===== src/rtl/hzc_pkg.sv =====
package hzc_pkg;

    localparam int PCSEL_W = 2;

    typedef enum logic [1:0] {
        HS_RUN      = 2'd0,
        HS_STALL    = 2'd1,
        HS_BRFLUSH  = 2'd2,
        HS_EXCFLUSH = 2'd3
    } hz_state_e;

    typedef enum logic [PCSEL_W-1:0] {
        PCS_SEQ    = 2'd0,
        PCS_BRANCH = 2'd1,
        PCS_EXCVEC = 2'd2
    } pc_src_e;

endpackage


===== src/rtl/hzc_loaduse_detect.sv =====
module hzc_loaduse_detect #(
    parameter int REG_AW = 5,
    parameter int NSRC   = 2
) (
    input  logic [NSRC-1:0][REG_AW-1:0] src_regs,
    input  logic                        ld_valid,
    input  logic [REG_AW-1:0]           ld_dest,
    output logic                        hit
);

    localparam logic [REG_AW-1:0] ZERO_REG = '0;

    logic [NSRC-1:0] src_eq;

    // One comparator for each source field of the decoding instruction.
    for (genvar s = 0; s < NSRC; s++) begin : g_cmp
        assign src_eq[s] = (src_regs[s] == ld_dest);
    end

    // Register zero is hard-wired and never carries a dependence.
    assign hit = ld_valid && (ld_dest != ZERO_REG) && (|src_eq);

endmodule


===== src/rtl/hzc_sequencer.sv =====
module hzc_sequencer
    import hzc_pkg::*;
(
    input  logic               clk,
    input  logic               rst_n,
    input  logic               lu_hit,
    input  logic               br_taken,
    input  logic               ovf,
    output logic               pc_we,
    output logic               ifid_we,
    output logic               ctrl_bubble,
    output logic               if_flush,
    output logic               id_flush,
    output logic               ex_flush,
    output logic [PCSEL_W-1:0] pc_sel
);

    hz_state_e state_q;
    hz_state_e evt;

    // Event chosen this cycle, in priority order; becomes the next state.
    always_comb begin
        if (!rst_n)                          evt = HS_RUN;
        else if (ovf)                        evt = HS_EXCFLUSH;
        else if (br_taken)                   evt = HS_BRFLUSH;
        else if (lu_hit && state_q != HS_STALL) evt = HS_STALL;
        else                                 evt = HS_RUN;
    end

    always_ff @(posedge clk or negedge rst_n) begin
        if (!rst_n) state_q <= HS_RUN;
        else        state_q <= evt;
    end

    always_comb begin
        pc_we       = 1'b1;
        ifid_we     = 1'b1;
        ctrl_bubble = 1'b0;
        if_flush    = 1'b0;
        id_flush    = 1'b0;
        ex_flush    = 1'b0;
        pc_sel      = PCS_SEQ;
        unique case (evt)
            HS_RUN: begin
            end
            HS_STALL: begin
                pc_we       = 1'b0;
                ifid_we     = 1'b0;
                ctrl_bubble = 1'b1;
            end
            HS_BRFLUSH: begin
                if_flush = 1'b1;
                id_flush = 1'b1;
                ex_flush = 1'b1;
                pc_sel   = PCS_BRANCH;
            end
            HS_EXCFLUSH: begin
                if_flush = 1'b1;
                id_flush = 1'b1;
                ex_flush = 1'b1;
                pc_sel   = PCS_EXCVEC;
            end
            default: begin
            end
        endcase
    end

    // an accepted load-use match freezes the front end and inserts a bubble.
    p_stall_freeze_r1: assert property (@(posedge clk) disable iff (!rst_n)
        (lu_hit && !ovf && !br_taken && state_q != HS_STALL)
            |-> (!pc_we && !ifid_we && ctrl_bubble && !if_flush && pc_sel == PCS_SEQ));

    // a freeze never spans two consecutive cycles.
    p_stall_once_r3: assert property (@(posedge clk) disable iff (!rst_n)
        !pc_we |=> pc_we);

    // a taken branch squashes the three younger stages.
    p_branch_flush_r4: assert property (@(posedge clk) disable iff (!rst_n)
        (br_taken && !ovf) |-> (if_flush && id_flush && ex_flush && pc_sel == PCS_BRANCH));

    // overflow squashes and selects the handler address.
    p_exc_redirect_r5: assert property (@(posedge clk) disable iff (!rst_n)
        ovf |-> (if_flush && id_flush && ex_flush && pc_sel == PCS_EXCVEC && pc_we));

    // no freeze is ever combined with a squash.
    p_flush_no_freeze_r6: assert property (@(posedge clk) disable iff (!rst_n)
        (if_flush || ex_flush) |-> (pc_we && ifid_we && !ctrl_bubble));

    // without any event, every output rests.
    p_idle_quiet_r7: assert property (@(posedge clk) disable iff (!rst_n)
        (!lu_hit && !br_taken && !ovf)
            |-> (pc_we && ifid_we && !ctrl_bubble && !id_flush && pc_sel == PCS_SEQ));

    // reset holds the outputs at their resting values.
    always_comb begin
        if (!rst_n) begin
            p_reset_quiet_r8: assert (pc_we && ifid_we && !ctrl_bubble && !if_flush
                                      && !id_flush && !ex_flush && pc_sel == PCS_SEQ);
        end
    end

endmodule


===== src/rtl/hzc_hazard_ctrl.sv =====
module hzc_hazard_ctrl
    import hzc_pkg::*;
#(
    parameter int          REG_AW  = 5,
    parameter int          PC_W    = 32,
    parameter logic [31:0] EXC_VEC = 32'h4000_0040
) (
    input  logic               clk,
    input  logic               rst_n,
    input  logic [REG_AW-1:0]  ifid_rs,
    input  logic [REG_AW-1:0]  ifid_rt,
    input  logic               idex_mem_rd,
    input  logic [REG_AW-1:0]  idex_rt,
    input  logic               mem_br_taken,
    input  logic               ex_ovf,
    output logic               pc_we,
    output logic               ifid_we,
    output logic               ctrl_bubble,
    output logic               if_flush,
    output logic               id_flush,
    output logic               ex_flush,
    output logic [PCSEL_W-1:0] pc_sel,
    output logic [PC_W-1:0]    exc_vec
);

    localparam int NSRC = 2;

    logic [NSRC-1:0][REG_AW-1:0] srcs;
    logic                        lu_hit;

    assign srcs    = {ifid_rt, ifid_rs};
    assign exc_vec = EXC_VEC[PC_W-1:0];

    hzc_loaduse_detect #(
        .REG_AW (REG_AW),
        .NSRC   (NSRC)
    ) u_detect (
        .src_regs (srcs),
        .ld_valid (idex_mem_rd),
        .ld_dest  (idex_rt),
        .hit      (lu_hit)
    );

    hzc_sequencer u_seq (
        .clk         (clk),
        .rst_n       (rst_n),
        .lu_hit      (lu_hit),
        .br_taken    (mem_br_taken),
        .ovf         (ex_ovf),
        .pc_we       (pc_we),
        .ifid_we     (ifid_we),
        .ctrl_bubble (ctrl_bubble),
        .if_flush    (if_flush),
        .id_flush    (id_flush),
        .ex_flush    (ex_flush),
        .pc_sel      (pc_sel)
    );

    // a load into register zero never freezes the pipeline.
    p_zero_reg_r2: assert property (@(posedge clk) disable iff (!rst_n)
        (idex_rt == '0) |-> pc_we);

endmodule


===== config.mk =====
export PLATFORM = sky130hd
export DESIGN_NAME = hzc_hazard_ctrl
export DESIGN_NICKNAME = d
export VERILOG_FILES = /design/src/rtl/hzc_pkg.sv /design/src/rtl/hzc_loaduse_detect.sv /design/src/rtl/hzc_sequencer.sv /design/src/rtl/hzc_hazard_ctrl.sv
export SDC_FILE = /design/constraint.sdc
export NUM_CORES = 1
export LEC_CHECK = 0
export CAP_MARGIN = 0
export CORE_MARGIN = 2
export CORE_UTILIZATION = 25
export DETAILED_ROUTE_END_ITERATION = 8
export PLACE_DENSITY = 0.76
export SETUP_SLACK_MARGIN = 0.2
export SYNTH_ARGS = -nofsm -noshare
export SYNTH_HDL_FRONTEND = slang
export SYNTH_SLANG_ARGS = --single-unit

===== constraint.sdc =====
create_clock -name clk -period 1.42 [get_ports clk]
set_clock_uncertainty 0.1 [all_clocks]
set_input_delay 0.213 -clock clk [delete_from_list [all_inputs] [get_ports clk]]
set_output_delay 0.213 -clock clk [all_outputs]
set_load 0.05 [all_outputs]

# == Word level (Yosys, flattened, before mapping) ==
# Index checks and enable logic that the tools add are counted.
# op_classes
n_reduce_logical,6
mux,8
eq_ne,6
# op_table
op,count
5-bit == test,2
2-bit two-way mux,3
5-bit nonzero test,1
2-bit == test (second input constant),2
1-bit two-way mux,4
2-bit one-hot mux with 2 select lines,1
2-bit OR reduction,2
1-bit logical AND,3
2-bit by 1-bit == test with 1-bit output (second input constant),1
2-bit by 1-bit != test with 1-bit output (second input constant),1
# totals
in_bits,20
word_cells,21
register_bits,2

# == Depth between registers and ports, before layout ==
# Gate-level depths: netlist of the first run.
# depth
depth_word,11
mapped_depth,5
depth_no_buf,4

# == Hierarchy ==
# A second synthesis of the first run with hierarchy kept.
# hier_totals
cells_unflattened,64
area_unflattened_um2,518.0
# modules_own_cells
module,n_inst,area_per_inst_um2,seq_area_each_um2,cells_each
hzc_hazard_ctrl,1,247.7,0.0,34
hzc_sequencer,1,145.1,50.0,13
hzc_loaduse_detect,1,125.1,0.0,17

# == Worst setup path after synthesis of the first run ==
# No wires, ideal clock.
# synth_timing
kind,register to output
startpoint,register u_seq.state_q[0]
endpoint,output pc_we
arrival_time_ns,1.813
required_ns,1.107
path_buffers,1
path_stages_with_launch,5
path_slack_ns,-0.706
cell_sequence,dfrtp_1 > and2b_4 > a2111oi_4 > nand4b_1 > buf_4
# synth_between
elab_chain_len,8
# synth_lines
element,line,source
start: declaration,hzc_sequencer.sv:18,hz_state_e state_q;
start signal: assignment,hzc_sequencer.sv:32,else state_q <= evt;
2-bit by 1-bit != test with 1-bit output,hzc_sequencer.sv:26,else if (lu_hit && state_q != HS_STALL) evt = HS_STALL;
1-bit logical AND,hzc_sequencer.sv:26,
1-bit two-way mux,hzc_sequencer.sv:26,
2-bit two-way mux,hzc_sequencer.sv:25,else if (br_taken) evt = HS_BRFLUSH;
2-bit two-way mux,hzc_sequencer.sv:24,else if (ovf) evt = HS_EXCFLUSH;
2-bit two-way mux,hzc_sequencer.sv:23,if (!rst_n) evt = HS_RUN;
2-bit by 1-bit == test with 1-bit output,-,
1-bit two-way mux,-,
end: declaration,hzc_hazard_ctrl.sv:16,"output logic pc_we,"
# No other way between the ends.

# == Final worst setup path of the first run ==
# layout_timing
startpoint,register u_seq.state_q[0]
endpoint,output pc_we
# layout_between
elab_chain_len,8
# layout_lines
element,line,source
2-bit by 1-bit != test with 1-bit output,hzc_sequencer.sv:26,
1-bit logical AND,hzc_sequencer.sv:26,
1-bit two-way mux,hzc_sequencer.sv:26,
2-bit two-way mux,hzc_sequencer.sv:25,
2-bit two-way mux,hzc_sequencer.sv:24,
2-bit two-way mux,hzc_sequencer.sv:23,
2-bit by 1-bit == test with 1-bit output,hzc_sequencer.sv:43,unique case (evt)
1-bit two-way mux,hzc_sequencer.sv:43,
# No other way between the ends.

==> metrics.md, run 1 <==
| Metric | Value |
|---|---|
| Syn. warnings | `0` |
| N_diodes | `0` |
| Starting Density | `between 20 and 30%` |
| Critical Path Start Type | `flip-flop` |
| Leakage Power | `0.463 nW` |
| Die Width | `between 50 and 60 um` |
| Synth Area in Adders | `0%` |
| FILL cells | `around 210` |
| Largest register FFs | `2` |
| RD Place Congestion | `~0.67` |
| Req. time, crit path | `roughly 1.1 ns` |
| Pin count of the biggest net entering global routing | `6` |
| Mux share of post-synthesis cell area | `0%` |
| Xor and xnor area share after synthesis | `about 16%` |
| Clock-pin transition on the worst setup and hold timing paths | `about 0.03 ns` |
| Die height | `between 50 and 60 um` |
| TritonRoute pass-1 iters | `3` |
| Internal power | `0.268 mW` |
| Clock share of power | `around a fifth` |
| Post-synthesis cell count | `between 60 and 70` |
| Reg power frac | `about a tenth` |
| Gate power share | `between 60% and 70%` |
| Port Buffers | `27` |
| Worst-skew pair later-pin latency | `0.22 ns` |
| Via count | `~470` |
| # IOs | `60` |
| Post-route DRC | `0` |
| Rows | `17` |
| P&R area growth vs syn | `63.2%` |
| Final hold vios | `0` |
| Final nets | `between 100 and 150` |
| Synth Area in Compound Gates | `under 10%` |
| Area share of and/or/nand/nor cells after synthesis | `between 15 and 20%` |
| H-tree depth | `1` |
| Die area | `between 2000 and 3000 sq um` |
| Worst min path class | `primary input to flip-flop` |
| Setup ws final | `-0.335 ns` |
| Vias in the first global route | `459` |
| CTS root buf | `clkbuf_4` |
| Unrepaired setup endpoints after global routing | `yes` |
| Seq cells post-synth | `2` |
| CP Class | `flip-flop to output pin` |
| Wirelength per Cell | `between 10 and 15 um` |
| Status | `finished with violations` |
| Final Util | `approximately 42%` |
| CTS buffer count | `3` |
| First-pass GRT wire length | `approximately 2000 um` |
| Setup tns final | `-0.984 ns` |
| Post-Route WL | `approximately 1300 um` |
| DP Wirelength | `around 1100 um` |
| Peak Freq | `between 0.5 and 0.6 GHz` |
| Max-cap violations | `0` |
| Failing checks | `setup timing` |
| Switching Fraction | `between 50% and 60%` |
| TritonCTS clock tree | `yes` |
| All-layer global routing usage | `10.3%` |
| Main combinational cell family by area after synthesis | `buffers and inverters` |
| Final Cycle Share | `124%` |
| Synthesized cell area | `554 sq um` |
| Initial antenna violation count | `0` |
| Register area share after synthesis | `under 10%` |
| Initial DRC count | `3` |
| Crit-path max FO | `3` |
| Netlist cell types | `17` |
| CTS Sinks | `2` |
| Slew Viols, Final | `0` |
| Syn_area_per_cell | `approximately 8.2 sq um` |
| Largest regs | `u_seq.state_q x2` |
| Worst EP arrival | `approximately 1.4 ns` |
| Clock Path Buffers | `2` |
| Global route overflow | `0` |
| Max VDD drop | `0.000454 V` |
| Most flops, register | `u_seq.state_q` |
| Antenna Nets Post-Route | `0` |
| Switching power total | `0.320 mW` |
| Routed vias/inst | `roughly 3.6` |
| Critical path endpoint category | `output pin` |
| Placeable Area | `between 2000 and 2500 sq um` |
| Count of final setup violators | `3` |
| PwrDens | `between 600 and 700 nW/um^2` |
| Minimum clock period | `~1.8 ns` |
| Layout cells sized above 1 | `between 40% and 50%` |
cells in the mapped netlist:
master	n	area, sq um
nor2b_1	3	18.8
and2b_4	1	10.0
nor2_1	3	11.3
nor3_1	2	10.0
and4b_1	1	10.0
nand4b_1	1	8.76
o21bai_1	1	7.51
xor2_1	10	87.6
conb_1	2	7.51
and2_1	1	6.26
a22oi_2	1	12.5
a2111oi_4	1	27.5
inv_1	2	7.51
nor4_2	1	12.5
buf_4	35	263
dfrtp_1	2	50.1
nand2_1	1	3.75
power by group through the flow:
stage | logic (mW) | registers (mW) | clock network (mW)
after detailed placement | 0.388 | 0.0623 | 0
after floorplan | 0.340 | 0.0620 | 0
after global routing | 0.421 | 0.0620 | 0.128
final | 0.403 | 0.0616 | 0.123
after CTS | 0.397 | 0.0617 | 0.136
after global placement | 0.385 | 0.0620 | 0
routing by layer:
metal  GRT usage (%)  part of all wire (%)  wire (um)  up-vias
li1                -                     -          -      215
met2            24.0                    60        813       38
met4            1.35                     0          0        0
met1            7.42                    25        335      215
met3            3.80                    15        199        0
met5               0                     0          0        -
worst paths after layout:
kind,slack (ns),start,depth (start not counted),to
setup / recovery,-0.33,u_seq.state_q[0],5,pc_we
hold / removal,0.20,rst_n,2,u_seq.state_q[1]
setup reg to reg,0.15,u_seq.state_q[0],5,u_seq.state_q[0]
hold reg to reg,0.71,u_seq.state_q[0],5,u_seq.state_q[0]
max in group asynchronous,0.69,rst_n,3,u_seq.state_q[1]
min in group asynchronous,0.40,rst_n,3,u_seq.state_q[0]
final cells by class:
class                      count  area (sq um)  area share (%)
clock buffer                   3          22.5            2.49
inverter                       2          7.51           0.830
multi-input combinational     59           417            46.1
sequential                     2          50.0            5.53
tap                           28          35.0            3.87
timing repair buffer          36           373            41.2
critical path, stage by stage (launching register included):
cell and delay, ns:
dfrtp_1 0.35, and2b_4 0.17, a2111oi_4 0.23, nand4b_1 0.17
buf_6 0.16, buf_12 0.14
cell usage in the layout, fill, tap and decap left out:
master	n
conb_1	32
xor2_1	8
buf_4	8
buf_12	8
dlygate4sd2_1	6
clkbuf_2	6
buf_6	4
nor2b_4	3
clkbuf_4	3
buf_2	3
xor2_2	2
nor3_2	2
nor2_1	2
dfrtp_1	2
a22oi_2	1
inv_1	1
nor4_4	1
and2b_4	1
inv_2	1
a2111oi_4	1
nand2_2	1
and2_4	1
o21bai_1	1
nor2_4	1
nand4b_1	1
and4b_2	1
dlygate4sd3_1	1
cell families after synthesis:
group / Yosys count
other cells: 2
xor+xnor: 10
flops: 2
compound gates: 3
buf+inv: 37
simple gates: 14
stage by stage:
| step | setup slack [ns] | area (sq um) | std cells | hold slack, ns | power [mW] |
|---|---|---|---|---|---|
| after floorplan | -0.633 | 682 | 98 | -0.183 | 0.401 |
| after global placement | -0.689 | 831 | 122 | 0.482 | 0.447 |
| after detailed placement | -0.705 | 831 | 122 | 0.513 | 0.450 |
| after CTS | -0.329 | 915 | 129 | 0.198 | 0.594 |
| after global routing | -0.430 | 905 | 130 | 0.207 | 0.612 |
| final | -0.335 | 905 | 130 | 0.199 | 0.587 |
timing repair:
action                                 CTS  global route
gates cloned                             0             0
pin swaps                                7            11
resized for setup                       48            27
setup endpoints to repair                9             9
setup buffers                            3             1
hold buffers                             1             0
endpoints found under the hold margin    2             0
Note: power is estimated with default switching activity, not from simulation.
==> run 2: changes to the inputs <==
--- a/config.mk
+++ b/config.mk
@@ -10,7 +10,7 @@
 export CORE_UTILIZATION = 25
 export DETAILED_ROUTE_END_ITERATION = 8
 export PLACE_DENSITY = 0.76
-export SETUP_SLACK_MARGIN = 0.2
+export SETUP_SLACK_MARGIN = 0.1
 export SYNTH_ARGS = -nofsm -noshare
 export SYNTH_HDL_FRONTEND = slang
 export SYNTH_SLANG_ARGS = --single-unit
==> run 2 against run 1 <==
First-iteration DRC count grew 33%; non-clock buffer count down 1; power decreased by 2.1%; final area is 1.2% lower; core utilization shrank 0.52 points; register-to-register slack is essentially flat; critical path depth is the same; maximum frequency shrank 0.28%; die area unchanged; the run still ends with setup timing left; largest cell class unchanged; via count decreased by 2.4%.
==> metrics.md, run 2 (synthesis results as in run 1) <==
| Metric | Value |
|---|---|
| Setup tns final | `-0.986 ns` |
| First-pass GRT wire length | `about 1900 um` |
| Worst-skew pair later-pin latency | `between 0.2 and 0.25 ns` |
| Failing checks | `setup timing` |
| N_diodes | `0` |
| Post-Place Setup Slack | `-0.705 ns` |
| Clock Path Buffers | `2` |
| Final hold vios | `0` |
| Critical Path Start Type | `flip-flop` |
| Rows | `17` |
| CTS root buf | `clkbuf_4` |
| Largest register FFs | `2` |
| RD Place Congestion | `0.671` |
| Most flops, register | `u_seq.state_q` |
| Worst min path class | `primary input to flip-flop` |
| Max-cap violations | `0` |
| Final Util | `around 42%` |
| Fin area | `~900 sq um` |
| Unrepaired setup endpoints after global routing | `yes` |
| DP Wirelength | `~1100 um` |
| WP buf/inv | `2` |
| # IOs | `60` |
| Initial DRC count | `4` |
| Clock-pin transition on the worst setup and hold timing paths | `approximately 0.030 ns` |
| Hold EP | `u_seq.state_q[1]` |
| Crit-path max FO | `3` |
| All-layer global routing usage | `between 9 and 10%` |
| Die Width | `51.1 um` |
| Largest regs | `u_seq.state_q x2` |
| CP Class | `flip-flop to output pin` |
| FILL cells | `210` |
| Kind of cell adding the most delay to the critical path | `flip-flops` |
| Req. time, crit path | `1.11 ns` |
| R2r worst-path depth | `5` |
| Peak Freq | `approximately 0.57 GHz` |
| Placed Area | `831 sq um` |
| Global route overflow | `0` |
| Pin count of the biggest net entering global routing | `6` |
| Reg2Reg Launch Point | `u_seq.state_q[0]` |
| Initial antenna violation count | `0` |
| Final Cycle Share | `124%` |
| PwrDens | `between 600 and 700 nW/um^2` |
| Wirelength per Cell | `between 9 and 10 um` |
| Worst EP arrival | `between 1 and 1.5 ns` |
| Post-route DRC | `0` |
| Most common cell after layout, fill and taps aside | `conb_1` |
| Register-to-register setup slack | `about 0.16 ns` |
| Port Buffers | `27` |
| Antenna Nets Post-Route | `0` |
| Via count | `approximately 460` |
| CTS buffer count | `3` |
| Starting Density | `approximately a quarter` |
| TritonRoute pass-1 iters | `3` |
| Status | `finished with violations` |
| Critical path endpoint category | `output pin` |
| CP cell instances | `and2b_4 -> a2111oi_4 -> nand4b_1 -> buf_6 -> buf_12` |
| Hold_ws | `~0.2 ns` |
| Slew Viols, Final | `0` |
| Worst stage delay on the critical path | `0.35 ns` |
| RR Endpoint | `u_seq.state_q[0]` |
| Layout cells sized above 1 | `36.6%` |
| Critical Path Slowest Stage Cell | `dfrtp_1` |
| CTS Sinks | `2` |
| Vias in the first global route | `around 460` |
| Count of final setup violators | `3` |
| Most frequent cells in the layout | `32 x conb_1, 11 x dlygate4sd2_1, 10 x xor2_1, 8 x buf_12, 6 x buf_4` |
| Leakage Power | `around 0.45 nW` |
| Hold path depth | `2` |
| Post-Route WL | `1280 um` |
| Final nets | `~120` |
| Hold Startpoint | `rst_n` |
| Die area | `roughly 2600 sq um` |
| Minimum clock period | `1.76 ns` |
| Die height | `51.1 um` |
| TritonCTS clock tree | `yes` |
| Max VDD drop | `0.000434 V` |
| P&R area growth vs syn | `61.2%` |
| Placeable Area | `roughly 2100 sq um` |
| H-tree depth | `1` |
| Routed vias/inst | `between 3 and 4` |
| Setup ws final | `-0.339 ns` |
-- run 2: worst max-delay path by stage --
stage                          start           to  slack [ns]  depth (start not counted)
finish              u_seq.state_q[0]        pc_we       -0.34                          5
global route        u_seq.state_q[0]        pc_we       -0.41                          5
CTS                 u_seq.state_q[0]  ctrl_bubble       -0.33                          4
detailed placement        idex_rt[2]        pc_we       -0.71                          6
global placement          idex_rt[2]      ifid_we       -0.69                          6
floorplan           u_seq.state_q[0]        pc_we       -0.63                          4
-- run 2: power by group --
group | internal (mW) | switching (mW)
registers | 0.0608 | 0.000941
clock network | 0.0929 | 0.0282
logic | 0.107 | 0.285
-- run 2: layout make-up --
type                            count  area [sq um]  share of cell area [%]
Tap cell                           28          35.0                    3.92
Inverter                            2          7.51                   0.840
Timing Repair Buffer               35           379                    42.4
Clock buffer                        3          22.5                    2.52
Multi-Input combinational cell     59           399                    44.7
Sequential cell                     2          50.0                    5.60
-- run 2: through the flow --
step	std cells	total power, mW
final	129	0.575
after global routing	129	0.601
after CTS	129	0.590
after detailed placement	122	0.450
after global placement	122	0.447
after floorplan	98	0.401
-- run 2: layer usage --
| metal | share of wire [%] | vias to the layer above | GRT usage (%) | routed length [um] |
|---|---|---|---|---|
| met3 | 15 | 0 | 3.80 | 187 |
| met5 | 0 | - | 0 | 0 |
| met2 | 59 | 38 | 22.5 | 760 |
| met4 | 0 | 0 | 1.35 | 0 |
| met1 | 26 | 206 | 7.42 | 332 |
| li1 | - | 213 | - | - |
-- run 2: timing repair --
action,4_1_cts,5_1_grt
setup buffers,3,0
pin swaps,7,5
endpoints found under the hold margin,2,0
gates resized for setup,37,9
endpoints found under the setup margin,9,8
hold buffers,1,0
